$ cat config.mk
export PLATFORM = sky130hd
export DESIGN_NAME = bscan_tap
export DESIGN_NICKNAME = d
export VERILOG_FILES = /design/src/rtl/bscan_pkg.sv /design/src/rtl/bscan_fsm.sv /design/src/rtl/bscan_ir.sv /design/src/rtl/bscan_bsr.sv /design/src/rtl/bscan_tap.sv
export SDC_FILE = /design/constraint.sdc
export NUM_CORES = 1
export LEC_CHECK = 0
export ABC_AREA = 0
export ABC_CLOCK_PERIOD_IN_PS = 2090
export BUFFER_PORTS_ARGS = -buffer_cell sky130_fd_sc_hd__buf_4
export CAP_MARGIN = 25
export CORE_MARGIN = 2
export CORE_UTILIZATION = 25
export DETAILED_ROUTE_END_ITERATION = 10
export PLACE_DENSITY_LB_ADDON = 0.2
export SYNTH_ARGS = -nofsm -noshare
export SYNTH_HDL_FRONTEND = slang
export SYNTH_SLANG_ARGS = --single-unit
$ cat constraint.sdc
create_clock -name tck_i -period 2.09 [get_ports tck_i]
set_clock_uncertainty 0.2 [all_clocks]
set_input_delay 0 -clock tck_i [delete_from_list [all_inputs] [get_ports tck_i]]
set_output_delay 0 -clock tck_i [all_outputs]
set_load 0.005 [all_outputs]
$ cat src/rtl/bscan_pkg.sv
package bscan_pkg;
  parameter int IR_W = 3;

  typedef enum logic [3:0] {
    ST_TLR, ST_RTI,
    ST_SEL_DR, ST_CAP_DR, ST_SH_DR, ST_EX1_DR, ST_PAU_DR, ST_EX2_DR, ST_UPD_DR,
    ST_SEL_IR, ST_CAP_IR, ST_SH_IR, ST_EX1_IR, ST_PAU_IR, ST_EX2_IR, ST_UPD_IR
  } tap_state_e;

  localparam logic [IR_W-1:0] OP_SAMPLE   = IR_W'(3'b100);
  localparam logic [IR_W-1:0] OP_RESERVED = IR_W'(3'b101);
  localparam logic [IR_W-1:0] OP_BYPASS   = {IR_W{1'b1}};
  localparam logic [IR_W-1:0] IR_CAPTURE  = {{(IR_W-2){1'b0}}, 2'b01};
endpackage

$ cat src/rtl/bscan_fsm.sv
module bscan_fsm
  import bscan_pkg::*;
(
  input  logic       tck_i,
  input  logic       rst_ni,
  input  logic       tms_i,
  output tap_state_e state_o
);
  tap_state_e state_q, state_d;

  always_comb begin
    state_d = state_q;
    unique case (state_q)
      ST_TLR:    state_d = tms_i ? ST_TLR    : ST_RTI;
      ST_RTI:    state_d = tms_i ? ST_SEL_DR : ST_RTI;
      ST_SEL_DR: state_d = tms_i ? ST_SEL_IR : ST_CAP_DR;
      ST_CAP_DR: state_d = tms_i ? ST_EX1_DR : ST_SH_DR;
      ST_SH_DR:  state_d = tms_i ? ST_EX1_DR : ST_SH_DR;
      ST_EX1_DR: state_d = tms_i ? ST_UPD_DR : ST_PAU_DR;
      ST_PAU_DR: state_d = tms_i ? ST_EX2_DR : ST_PAU_DR;
      ST_EX2_DR: state_d = tms_i ? ST_UPD_DR : ST_SH_DR;
      ST_UPD_DR: state_d = tms_i ? ST_SEL_DR : ST_RTI;
      ST_SEL_IR: state_d = tms_i ? ST_TLR    : ST_CAP_IR;
      ST_CAP_IR: state_d = tms_i ? ST_EX1_IR : ST_SH_IR;
      ST_SH_IR:  state_d = tms_i ? ST_EX1_IR : ST_SH_IR;
      ST_EX1_IR: state_d = tms_i ? ST_UPD_IR : ST_PAU_IR;
      ST_PAU_IR: state_d = tms_i ? ST_EX2_IR : ST_PAU_IR;
      ST_EX2_IR: state_d = tms_i ? ST_UPD_IR : ST_SH_IR;
      ST_UPD_IR: state_d = tms_i ? ST_SEL_DR : ST_RTI;
      default:   state_d = ST_TLR;
    endcase
  end

  always_ff @(posedge tck_i or negedge rst_ni) begin
    if (!rst_ni) state_q <= ST_TLR;
    else         state_q <= state_d;
  end

  assign state_o = state_q;

  // consecutive tms-high edge counter, saturating at 5
  logic [2:0] tms_run_q;
  always_ff @(posedge tck_i or negedge rst_ni) begin
    if (!rst_ni)                    tms_run_q <= '0;
    else if (!tms_i)                tms_run_q <= '0;
    else if (tms_run_q != 3'd5)     tms_run_q <= tms_run_q + 3'd1;
  end

  AST_FIVE_TMS_RESET: assert property (@(posedge tck_i) disable iff (!rst_ni)
    (tms_run_q == 3'd5) |-> (state_q == ST_TLR));
endmodule

$ cat src/rtl/bscan_ir.sv
module bscan_ir
  import bscan_pkg::*;
(
  input  logic            tck_i,
  input  logic            rst_ni,
  input  tap_state_e      state_i,
  input  logic            tdi_i,
  output logic [IR_W-1:0] instr_o,
  output logic            so_o
);
  logic [IR_W-1:0] sr_q, instr_q;

  always_ff @(posedge tck_i or negedge rst_ni) begin
    if (!rst_ni) sr_q <= IR_CAPTURE;
    else if (state_i == ST_CAP_IR) sr_q <= IR_CAPTURE;
    else if (state_i == ST_SH_IR)  sr_q <= {tdi_i, sr_q[IR_W-1:1]};
  end

  always_ff @(posedge tck_i or negedge rst_ni) begin
    if (!rst_ni) instr_q <= OP_BYPASS;
    else if (state_i == ST_TLR)    instr_q <= OP_BYPASS;
    else if (state_i == ST_UPD_IR) instr_q <= sr_q;
  end

  assign instr_o = instr_q;
  assign so_o    = sr_q[0];

  AST_IR_CAPTURE_PATTERN: assert property (@(posedge tck_i) disable iff (!rst_ni)
    (state_i == ST_CAP_IR) |=> (sr_q[1:0] == 2'b01));
  AST_IR_HOLD: assert property (@(posedge tck_i) disable iff (!rst_ni)
    !(state_i inside {ST_UPD_IR, ST_TLR}) |=> $stable(instr_q));
  AST_TLR_BYPASS: assert property (@(posedge tck_i) disable iff (!rst_ni)
    (state_i == ST_TLR) |=> (instr_q == OP_BYPASS));
endmodule

$ cat src/rtl/bscan_bsr.sv
module bscan_bsr #(
  parameter int                  LEN      = 16,
  parameter logic [LEN-1:0]      NC_MASK  = '0,
  parameter int                  HIGH_BIT = 0
) (
  input  logic           tck_i,
  input  logic           rst_ni,
  input  logic           capture_i,
  input  logic           shift_i,
  input  logic           tdi_i,
  input  logic [LEN-1:0] pin_i,
  output logic           so_o
);
  logic [LEN-1:0] cap_val, sr_q;

  for (genvar i = 0; i < LEN; i++) begin : g_cell
    if (i == HIGH_BIT) begin : g_one
      assign cap_val[i] = 1'b1;
    end else if (NC_MASK[i]) begin : g_zero
      assign cap_val[i] = 1'b0;
    end else begin : g_pin
      assign cap_val[i] = pin_i[i];
    end
  end

  always_ff @(posedge tck_i or negedge rst_ni) begin
    if (!rst_ni)        sr_q <= '0;
    else if (capture_i) sr_q <= cap_val;
    else if (shift_i)   sr_q <= {tdi_i, sr_q[LEN-1:1]};
  end

  assign so_o = sr_q[0];

  AST_BSR_HIGH_BIT: assert property (@(posedge tck_i) disable iff (!rst_ni)
    capture_i |=> sr_q[HIGH_BIT]);
  AST_BSR_NC_LOW: assert property (@(posedge tck_i) disable iff (!rst_ni)
    capture_i |=> ((sr_q & (NC_MASK & ~(LEN'(1) << HIGH_BIT))) == '0));
  AST_BSR_SHIFT_IN: assert property (@(posedge tck_i) disable iff (!rst_ni)
    (shift_i && !capture_i) |=> (sr_q[LEN-1] == $past(tdi_i)));
endmodule

$ cat src/rtl/bscan_tap.sv
module bscan_tap
  import bscan_pkg::*;
#(
  parameter int                   CHAIN_LEN = 16,
  parameter logic [CHAIN_LEN-1:0] NC_MASK   = 16'h0300,
  parameter int                   HIGH_BIT  = 12
) (
  input  logic                 tck_i,
  input  logic                 rst_ni,
  input  logic                 tms_i,
  input  logic                 tdi_i,
  input  logic [CHAIN_LEN-1:0] pin_i,
  output logic                 tdo_o,
  output logic                 tdo_en_o
);
  tap_state_e      state;
  logic [IR_W-1:0] instr;
  logic            ir_so, bsr_so, sel_bsr, byp_q, dr_so, ser_out, in_shift;
  logic            tdo_q, tdo_en_q;

  bscan_fsm u_fsm (
    .tck_i  (tck_i),
    .rst_ni (rst_ni),
    .tms_i  (tms_i),
    .state_o(state)
  );

  bscan_ir u_ir (
    .tck_i  (tck_i),
    .rst_ni (rst_ni),
    .state_i(state),
    .tdi_i  (tdi_i),
    .instr_o(instr),
    .so_o   (ir_so)
  );

  assign sel_bsr = (instr == OP_SAMPLE);

  bscan_bsr #(
    .LEN     (CHAIN_LEN),
    .NC_MASK (NC_MASK),
    .HIGH_BIT(HIGH_BIT)
  ) u_bsr (
    .tck_i    (tck_i),
    .rst_ni   (rst_ni),
    .capture_i(sel_bsr && state == ST_CAP_DR),
    .shift_i  (sel_bsr && state == ST_SH_DR),
    .tdi_i    (tdi_i),
    .pin_i    (pin_i),
    .so_o     (bsr_so)
  );

  // bypass stage: every code other than sample/preload
  always_ff @(posedge tck_i or negedge rst_ni) begin
    if (!rst_ni)                              byp_q <= 1'b0;
    else if (!sel_bsr && state == ST_CAP_DR)  byp_q <= 1'b0;
    else if (!sel_bsr && state == ST_SH_DR)   byp_q <= tdi_i;
  end

  assign dr_so    = sel_bsr ? bsr_so : byp_q;
  assign in_shift = (state == ST_SH_DR) || (state == ST_SH_IR);
  assign ser_out  = (state == ST_SH_IR) ? ir_so : dr_so;

  always_ff @(negedge tck_i or negedge rst_ni) begin
    if (!rst_ni) begin
      tdo_q    <= 1'b0;
      tdo_en_q <= 1'b0;
    end else begin
      tdo_q    <= in_shift ? ser_out : 1'b0;
      tdo_en_q <= in_shift;
    end
  end

  assign tdo_o    = tdo_q;
  assign tdo_en_o = tdo_en_q;

  AST_TDO_EN_SHIFT_ONLY: assert property (@(posedge tck_i) disable iff (!rst_ni)
    tdo_en_q |-> (state == ST_SH_DR || state == ST_SH_IR));
  AST_BYPASS_CAPTURE_ZERO: assert property (@(posedge tck_i) disable iff (!rst_ni)
    (!sel_bsr && state == ST_CAP_DR) |=> !byp_q);
  AST_RESERVED_IS_BYPASS: assert property (@(posedge tck_i) disable iff (!rst_ni)
    (instr == OP_RESERVED) |-> !sel_bsr);
endmodule

==> results of run 1 <==
[cells by family (layout without fill, tap and decap cells)]
| group | after synthesis | in the layout | synth area share [%] |
|---|---|---|---|
| multiplexers | 2 | 2 | 1.35 |
| AND/OR/NAND/NOR | 32 | 32 | 12.7 |
| XOR/XNOR | 1 | 1 | 0.591 |
| flip-flops | 29 | 29 | 49.3 |
| buffers and inverters | 18 | 63 | 6.76 |
| AO/OA/AOI/OAI | 54 | 54 | 29.3 |
[per-stage QoR]
step / setup slack (ns) / utilization, %
after floorplan: -0.545 / -
after CTS: -0.326 / 34.8
final: -0.323 / 34.8
after detailed placement: -0.337 / 30.2
after global routing: -0.401 / 34.8
after global placement: -0.330 / 30.2
[area by class of cell]
cell class | instances | area, um2 | area share (%)
clock buffers | 8 | 90.1 | 4.45
inverters | 6 | 22.5 | 1.11
multi-input cells | 89 | 664 | 32.8
flip-flops and latches | 29 | 731 | 36.1
well taps | 75 | 93.8 | 4.64
repair buffers | 49 | 423 | 20.9
[path summary, 6_finish.rpt]
kind | start | to | slack [ns] | cells after the start
worst max-delay path | u_ir.instr_o[2] | tdo_o | -0.32 | 3
worst min-delay path | rst_ni | u_bsr.sr_q[5] | 0.09 | 3
worst max register to register | u_ir.instr_o[2] | tdo_o | -0.32 | 3
worst min register to register | u_bsr.sr_q[9] | u_bsr.sr_q[8] | 0.28 | 1
max in group asynchronous | rst_ni | tdo_en_o | 0.77 | 2
min in group tck_i | u_bsr.sr_q[9] | u_bsr.sr_q[8] | 0.28 | 1
[per-layer routing]
layer / global-route usage [%] / routed length [um] / vias to the layer above
met5: 0 / 0 / -
met2: 19.0 / 1630 / 20
met3: 3.00 / 130 / 5
met4: 4.07 / 50 / 0
met1: 13.7 / 1610 / 561
li1: - / - / 605
[worst max-delay path, cell delays in order (launching register included)]
cell,delay [ns]
dfstp_2,0.53
nor3b_4,0.19
mux2i_1,0.21
o22ai_1,0.09
[flip-flops by register name (all words and copies together), names as in the netlist]
signal	cells
u_bsr.sr_q	16
tdo_o	1
tdo_en_o	1
u_ir.sr_q	3
u_ir.instr_o	3
u_fsm.state_o	4
byp_q	1
[what timing repair did]
item | CTS | global route
hold endpoints to repair | 46 | 0
endpoints found under the setup margin | 2 | 2
pin swaps | 3 | 2
gates resized for setup | 2 | 0
hold buffers | 17 | 0
gates cloned | 0 | 0
[power by group]
| group | leakage (nW) | switching, mW | internal (mW) |
|---|---|---|---|
| Combinational | 0.440 | 0.463 | 0.439 |
| Sequential | 0.378 | 0.102 | 0.736 |
| Clock | 0.0455 | 0.197 | 0.268 |
[placed cells by master, fill, tap and decap left out]
| cell type | synthesis | routed |
|---|---|---|
| o22a_1 | 1 | 1 |
| o2bb2ai_1 | 2 | 2 |
| nor2b_1 | 1 | 1 |
| clkbuf_8 | 0 | 6 |
| and4_1 | 1 | 1 |
| nand3_1 | 1 | 1 |
| nor3b_1 | 2 | 1 |
| nor2_2 | 1 | 1 |
| nand2_2 | 0 | 1 |
| nor3b_4 | 0 | 1 |
| a2bb2oi_1 | 5 | 5 |
| o22ai_1 | 16 | 16 |
| a2bb2oi_2 | 8 | 8 |
| or4b_4 | 1 | 1 |
| nand2b_1 | 1 | 1 |
| a211oi_1 | 1 | 1 |
| nand4bb_1 | 1 | 1 |
| dfrtn_1 | 2 | 2 |
| o32a_1 | 1 | 1 |
| o211ai_1 | 2 | 2 |
| mux2i_1 | 2 | 2 |
| nor4b_1 | 2 | 2 |
| clkbuf_1 | 6 | 2 |
| nand3b_1 | 2 | 2 |
| inv_1 | 6 | 6 |
| a21oi_1 | 5 | 5 |
| buf_12 | 0 | 1 |
| xor2_1 | 1 | 1 |
| buf_4 | 0 | 31 |
| a22oi_1 | 4 | 4 |
| or3b_2 | 1 | 1 |
| nand2_1 | 13 | 12 |
| nor2_1 | 1 | 1 |
| nor3_1 | 3 | 3 |
| o21ai_0 | 8 | 8 |
| dfrtp_1 | 23 | 23 |
| dlygate4sd3_1 | 0 | 17 |
| nand4_1 | 1 | 1 |
| a21oi_4 | 1 | 1 |
| dfstp_2 | 4 | 4 |
==> results_dict.tcl, run 1 <==
set metrics [dict create \
    status "complete, but fails checks" \
    violations "setup timing" \
    tns_ns -0.428 \
    postCtsSetupBuffers 0 \
    ys_warn_count 0 \
    clk_latency_ns 0.28 \
    worstSetupPathType "flip-flop to flip-flop" \
    synth_common_cells "dfrtp_1, o22ai_1, nand2_1" \
    finalHoldViolCount 0 \
    finalWirelength_mm 3.42 \
    power_mw 2.21 \
    hold_ws_ns 0.0916 \
    rsz0062_at_grt "yes" \
    power.density_nw_per_um2 1090 \
    synthArstFlopShare_pct 100 \
    clock_path_buffers 2 \
    fin_area_um2 2020 \
    final_antenna_net_count 0 \
    cp_data_arrival_time_ns 1.29 \
    slew_headroom_pct 80.3 \
    drtIter0Drc 30 \
    yosys-top-cells-area "dfrtp_1, a2bb2oi_2, dfstp_2, o22ai_1, dfrtn_1" \
    grt_pass1_vias 1206 \
    yosysMostFrequentCell "dfrtp_1" \
    synthDistinctLibCells 36 \
    route.detailed.drc 0 \
    avgSynthCellArea_um2 10.9 \
    path_clk_slew_ns 0.06 \
    drtPass1Iterations 4 \
    cts-buffers-inserted 5 \
    syn_nets 156 \
    clock-sinks 29 \
    netlist.area_leader.share_pct 38.9 \
    endpoint_kind "flip-flop" \
    tritoncts "built" \
    cap_violations 0 \
    io_pins 22 \
    antenna_found_initial 0 \
    vias_per_cell 4.65 \
    die_x_um 81.0 \
    diodes 0 \
    htreeDepth 2 \
    grt_pass1_wl_mm 5.61 \
    rows 28 \
    synthCells 136 \
    start_util_pct 25.5 \
    place_area_um2 1760 \
    crit_path_start_kind "flip-flop" \
    ir_drop_v 0.000494 \
    dieArea_um2 6560 \
    area.growth.synth_to_final_pct 36.7 \
    worst_pin_slew_ns 0.296 \
    nNetsFinal 200 \
    numPlacedInstances 231 \
    cts_root_buffer "clkbuf_8" \
    vias 1191 \
    fill_cells 606 \
    drive_gt1_share_pct 30.9 \
    dieHeight_um 81.0 \
    synth_area_um2 1480 \
    grt_usage_pct 11.2 \
    setup_viol 2 \
    io_buffers 18 \
    ys_ff_latch 29 \
    ys_seq_area_share_pct 49.3 \
    synth-main-ff-cell "dfrtp_1" \
    place_congestion 0.743 \
    grt_overflow 0 \
    synth-edff-count 0 \
    wire_per_inst_um 13.4 \
    grt_max_degree 24 \
    p_leak_nw 0.864 \
    setup_ws_ns -0.323 \
    stdcell_count 256 \
    min_path_type "input port to async pin" \
    crit_required_ns 0.97 \
    core_area_um2 5820 \
    hpwlAfterDp_mm 2.35 \
    synth_top_area_cell "dfrtp_1" \
    cp_max_fo 2 \
    drv_slew 0 \
]
Power figures use the tool's default switching activity.
==> inputs of run 2 (changes only) <==
Settings changed: SETUP_SLACK_MARGIN set to 0.5.
==> results_dict.tcl, run 2 (synthesis gave the netlist of run 1 again) <==
set metrics [dict create \
    vias 1269 \
    area.growth.synth_to_final_pct 52.3 \
    drtPass1Iterations 4 \
    drtIter0Drc 61 \
    endpoint_kind "flip-flop" \
    grt_pass1_vias 1240 \
    crit_required_ns 0.97 \
    cp_data_arrival_time_ns 1.29 \
    drv_slew 0 \
    cp_max_fo 2 \
    worstPathCellList "nor3b_4 > mux2i_1 > o22ai_1" \
    cap_violations 0 \
    grt.met2_usage_pct 20.2 \
    setup_ws_ns -0.316 \
    final_antenna_net_count 0 \
    worstSetupPathType "flip-flop to flip-flop" \
    diodes 0 \
    final_cell_mix "buf_4, dfrtp_1, dlygate4sd3_1, o22ai_1, a2bb2oi_2" \
    power_mw 2.42 \
    hpwlAfterDp_mm 2.35 \
    slowest_stage "dfstp_2" \
    min_path_type "input port to async pin" \
    dieArea_um2 6560 \
    fill_cells 578 \
    tritoncts "built" \
    final_common_cell "buf_4" \
    p_leak_nw 0.954 \
    tns_ns -0.453 \
    wire_per_inst_um 14.3 \
    grt_util_met3_pct 4.00 \
    critPathBufInv 0 \
    start_util_pct 25.5 \
    cts-buffers-inserted 5 \
    io_pins 22 \
    worst_pin_slew_ns 0.295 \
    clock_path_buffers 2 \
    die_x_um 81.0 \
    grt.met1_usage_pct 14.2 \
    largest_reg_flops 16 \
    grt_usage_pct 11.9 \
    violations "setup timing" \
    largest_register "u_bsr.sr_q" \
    finalWirelength_mm 3.74 \
    slew_headroom_pct 80.3 \
    grt_overflow 0 \
    multi_input_area_um2 783 \
    clk_latency_ns 0.27 \
    clock-sinks 29 \
    io_buffers 18 \
    power.density_nw_per_um2 1070 \
    route.detailed.drc 0 \
    status "complete, but fails checks" \
    vias_per_cell 4.86 \
    ir_drop_v 0.000372 \
    finalHoldViolCount 0 \
    dieHeight_um 81.0 \
    cts_root_buffer "clkbuf_8" \
    critical_path.top_delay_family "flip-flops" \
    drive_gt1_share_pct 40.3 \
    grt_max_degree 24 \
    nNetsFinal 205 \
    place_congestion 0.740 \
    path_clk_slew_ns 0.06 \
    crit_path_start_kind "flip-flop" \
    rsz0062_at_grt "yes" \
    grt_pass1_wl_mm 5.79 \
    htreeDepth 2 \
    grt.busiest_layer "met2" \
    core_area_um2 5820 \
    ff_latch_area_um2 731 \
    critPathMaxStageDelay_ns 0.53 \
    setup_viol 2 \
    antenna_found_initial 0 \
    rows 28 \
]
[run 2: cell type report]
type                       count  share of cell area (%)
multi-input combinational     89                    34.7
sequential                    29                    32.4
tap                           75                    4.16
clock inverter                 1                   0.222
inverter                       6                   0.998
clock buffer                   7                    4.27
timing repair buffer          54                    23.2
[run 2: repair_timing]
item                                   CTS  global route
gates resized for setup                 11            16
setup endpoints to repair               22            22
hold buffers                            17             0
cloned                                   1             0
pin swaps                                2             9
setup buffers                            0             4
endpoints found under the hold margin   45             0
[run 2: path summary, 6_finish.rpt]
check                                 from             to  slack [ns]  depth (start not counted)
setup / recovery           u_ir.instr_o[2]          tdo_o       -0.32                          3
hold / removal                      rst_ni  u_bsr.sr_q[5]         0.1                          3
setup reg to reg           u_ir.instr_o[2]          tdo_o       -0.32                          3
hold reg to reg               u_ir.sr_q[0]   u_ir.sr_q[0]        0.30                          2
max in group asynchronous           rst_ni          tdo_o        0.77                          2
min in group tck_i            u_ir.sr_q[0]   u_ir.sr_q[0]        0.30                          2
[run 2: power by group]
part	internal [mW]	switching [mW]
logic	0.545	0.522
clock network	0.297	0.204
registers	0.736	0.113
[run 2: worst min-delay path, delay by kind of cell]
kind | cells | cell delay (ns)
buffers and inverters | 3 | 0.97
[run 2: metrics by stage]
stage	std cells	hold WS [ns]	utilization, %	area, um2	worst slack [ns]
2_1_floorplan	136	-0.496	-	1500	-0.544
3_3_place_gp	231	-0.374	30.3	1760	-0.339
3_5_place_dp	231	-0.372	30.3	1760	-0.337
4_1_cts	257	0.112	36.3	2110	-0.323
5_1_grt	261	0.140	38.8	2260	-0.397
6_report	261	0.0997	38.8	2260	-0.316
[run 2: per-layer routing]
metal,share of wire (%),up-vias
met5,0,-
met4,0.91,0
met3,3.4,4
met2,50,23
met1,45,630
li1,-,612
==> inputs of run 3 (changes only) <==
Settings changed: CELL_PAD_IN_SITES_DETAIL_PLACEMENT set to 0, CELL_PAD_IN_SITES_GLOBAL_PLACEMENT set to 1.
==> results_dict.tcl, run 3 (synthesis gave the netlist of run 1 again) <==
set metrics [dict create \
    clock_path_buffers 2 \
    grt_overflow 0 \
    crit_path_start_kind "flip-flop" \
    min_path_type "input port to async pin" \
    antenna_found_initial 0 \
    power.density_nw_per_um2 1070 \
    cts_root_buffer "clkbuf_8" \
    vias_per_cell 4.71 \
    rows 28 \
    diodes 0 \
    grt_max_degree 22 \
    tritoncts "built" \
    die_x_um 81.0 \
    worstSetupPathType "flip-flop to flip-flop" \
    violations "setup timing" \
    grt_usage_pct 13.1 \
    cp_data_arrival_time_ns 1.29 \
    drive_gt1_share_pct 38.3 \
    endpoint_kind "flip-flop" \
    status "complete, but fails checks" \
    clk_latency_ns 0.28 \
    final_cell_mix "buf_4, dfrtp_1, dlygate4sd3_1, o22ai_1, a2bb2oi_2" \
    htreeDepth 2 \
    cp_max_fo 2 \
    drtIter0Drc 56 \
    rsz0062_at_grt "yes" \
    nNetsFinal 207 \
    fin_util_pct 36.8 \
    slew_headroom_pct 80.8 \
    grt_pass1_vias 1350 \
    path_clk_slew_ns 0.06 \
    power_mw 2.29 \
    crit_required_ns 0.98 \
    finalWirelength_mm 3.79 \
    core_area_um2 5820 \
    wire_per_inst_um 14.4 \
    drtPass1Iterations 4 \
    largest_register "u_bsr.sr_q" \
    drv_slew 0 \
    setup_ws_ns -0.308 \
    ir_drop_v 0.000357 \
    final_antenna_net_count 0 \
    final_common_cell "buf_4" \
    setup_viol 5 \
    clock-sinks 29 \
    finalHoldViolCount 0 \
    route.detailed.drc 0 \
    grt_pass1_wl_mm 6.48 \
    hpwlAfterDp_mm 2.52 \
    cap_violations 0 \
    dieArea_um2 6560 \
    vias 1238 \
    p_leak_nw 0.924 \
    place_congestion 0.732 \
    area.growth.synth_to_final_pct 44.6 \
    largest_reg_flops 16 \
    cts-buffers-inserted 5 \
    worst_pin_slew_ns 0.286 \
    io_buffers 18 \
    io_pins 22 \
    start_util_pct 25.5 \
    dieHeight_um 81.0 \
]
==> run 3: worst max-delay path, cell delays in order (launching register included) <==
cell	delay, ns
dfstp_2	0.53
nor3b_4	0.20
mux2i_1	0.20
o22ai_1	0.08
==> run 3: final cells by class <==
class,instances,area [um2]
clock inverter,2,10.0
multi-input combinational,89,712
inverter,6,22.5
tap,75,93.8
fill,597,3670
timing repair buffer,56,500
clock buffer,6,72.6
sequential,29,731
==> run 3: report_power, final <==
group | switching, mW | total (mW) | internal [mW]
clock | 0.212 | 0.442 | 0.230
sequential | 0.115 | 0.851 | 0.736
combinational | 0.485 | 0.994 | 0.509
total | 0.812 | 2.29 | 1.48
==> run 3: worst paths after layout <==
| path | startpoint | end | slack, ns | cells past startpoint |
|---|---|---|---|---|
| worst max-delay path | u_ir.instr_o[2] | tdo_o | -0.31 | 3 |
| worst min-delay path | rst_ni | u_ir.sr_q[0] | 0.09 | 2 |
| worst max register to register | u_ir.instr_o[2] | tdo_o | -0.31 | 3 |
| worst min register to register | u_ir.sr_q[0] | u_ir.sr_q[0] | 0.30 | 2 |
| max in group asynchronous | rst_ni | tdo_en_o | 0.70 | 2 |
| min in group tck_i | u_ir.sr_q[0] | u_ir.sr_q[0] | 0.30 | 2 |
==> run 3: timing repair <==
item                                   CTS  global route
hold buffers                            17             0
buffers inserted                         3             1
resized for setup                       19             0
pin swaps                                8             2
endpoints found under the hold margin   45             0
setup endpoints to repair               21            21
==> run 3: layer usage <==
| layer | track usage, % | routed length (um) | vias up | share of wire, % |
|---|---|---|---|---|
| met4 | 4.58 | 41 | 0 | 1.1 |
| met2 | 21.7 | 1820 | 16 | 48 |
| li1 | - | - | 616 | - |
| met5 | 0 | 0 | - | 0 |
| met3 | 3.33 | 113 | 4 | 3.0 |
| met1 | 16.6 | 1810 | 602 | 48 |
==> run 3: through the flow <==
| stage | hold slack (ns) | std cells | cell area (um2) | worst slack (ns) | setup TNS [ns] |
|---|---|---|---|---|---|
| after floorplan | -0.496 | 136 | 1500 | -0.544 | -1.04 |
| after global placement | -0.361 | 234 | 1770 | -0.329 | -0.463 |
| after detailed placement | -0.362 | 234 | 1770 | -0.334 | -0.502 |
| after CTS | 0.0846 | 262 | 2130 | -0.312 | -0.448 |
| after global routing | 0.0866 | 263 | 2140 | -0.385 | -1.54 |
| final | 0.0856 | 263 | 2140 | -0.308 | -0.442 |
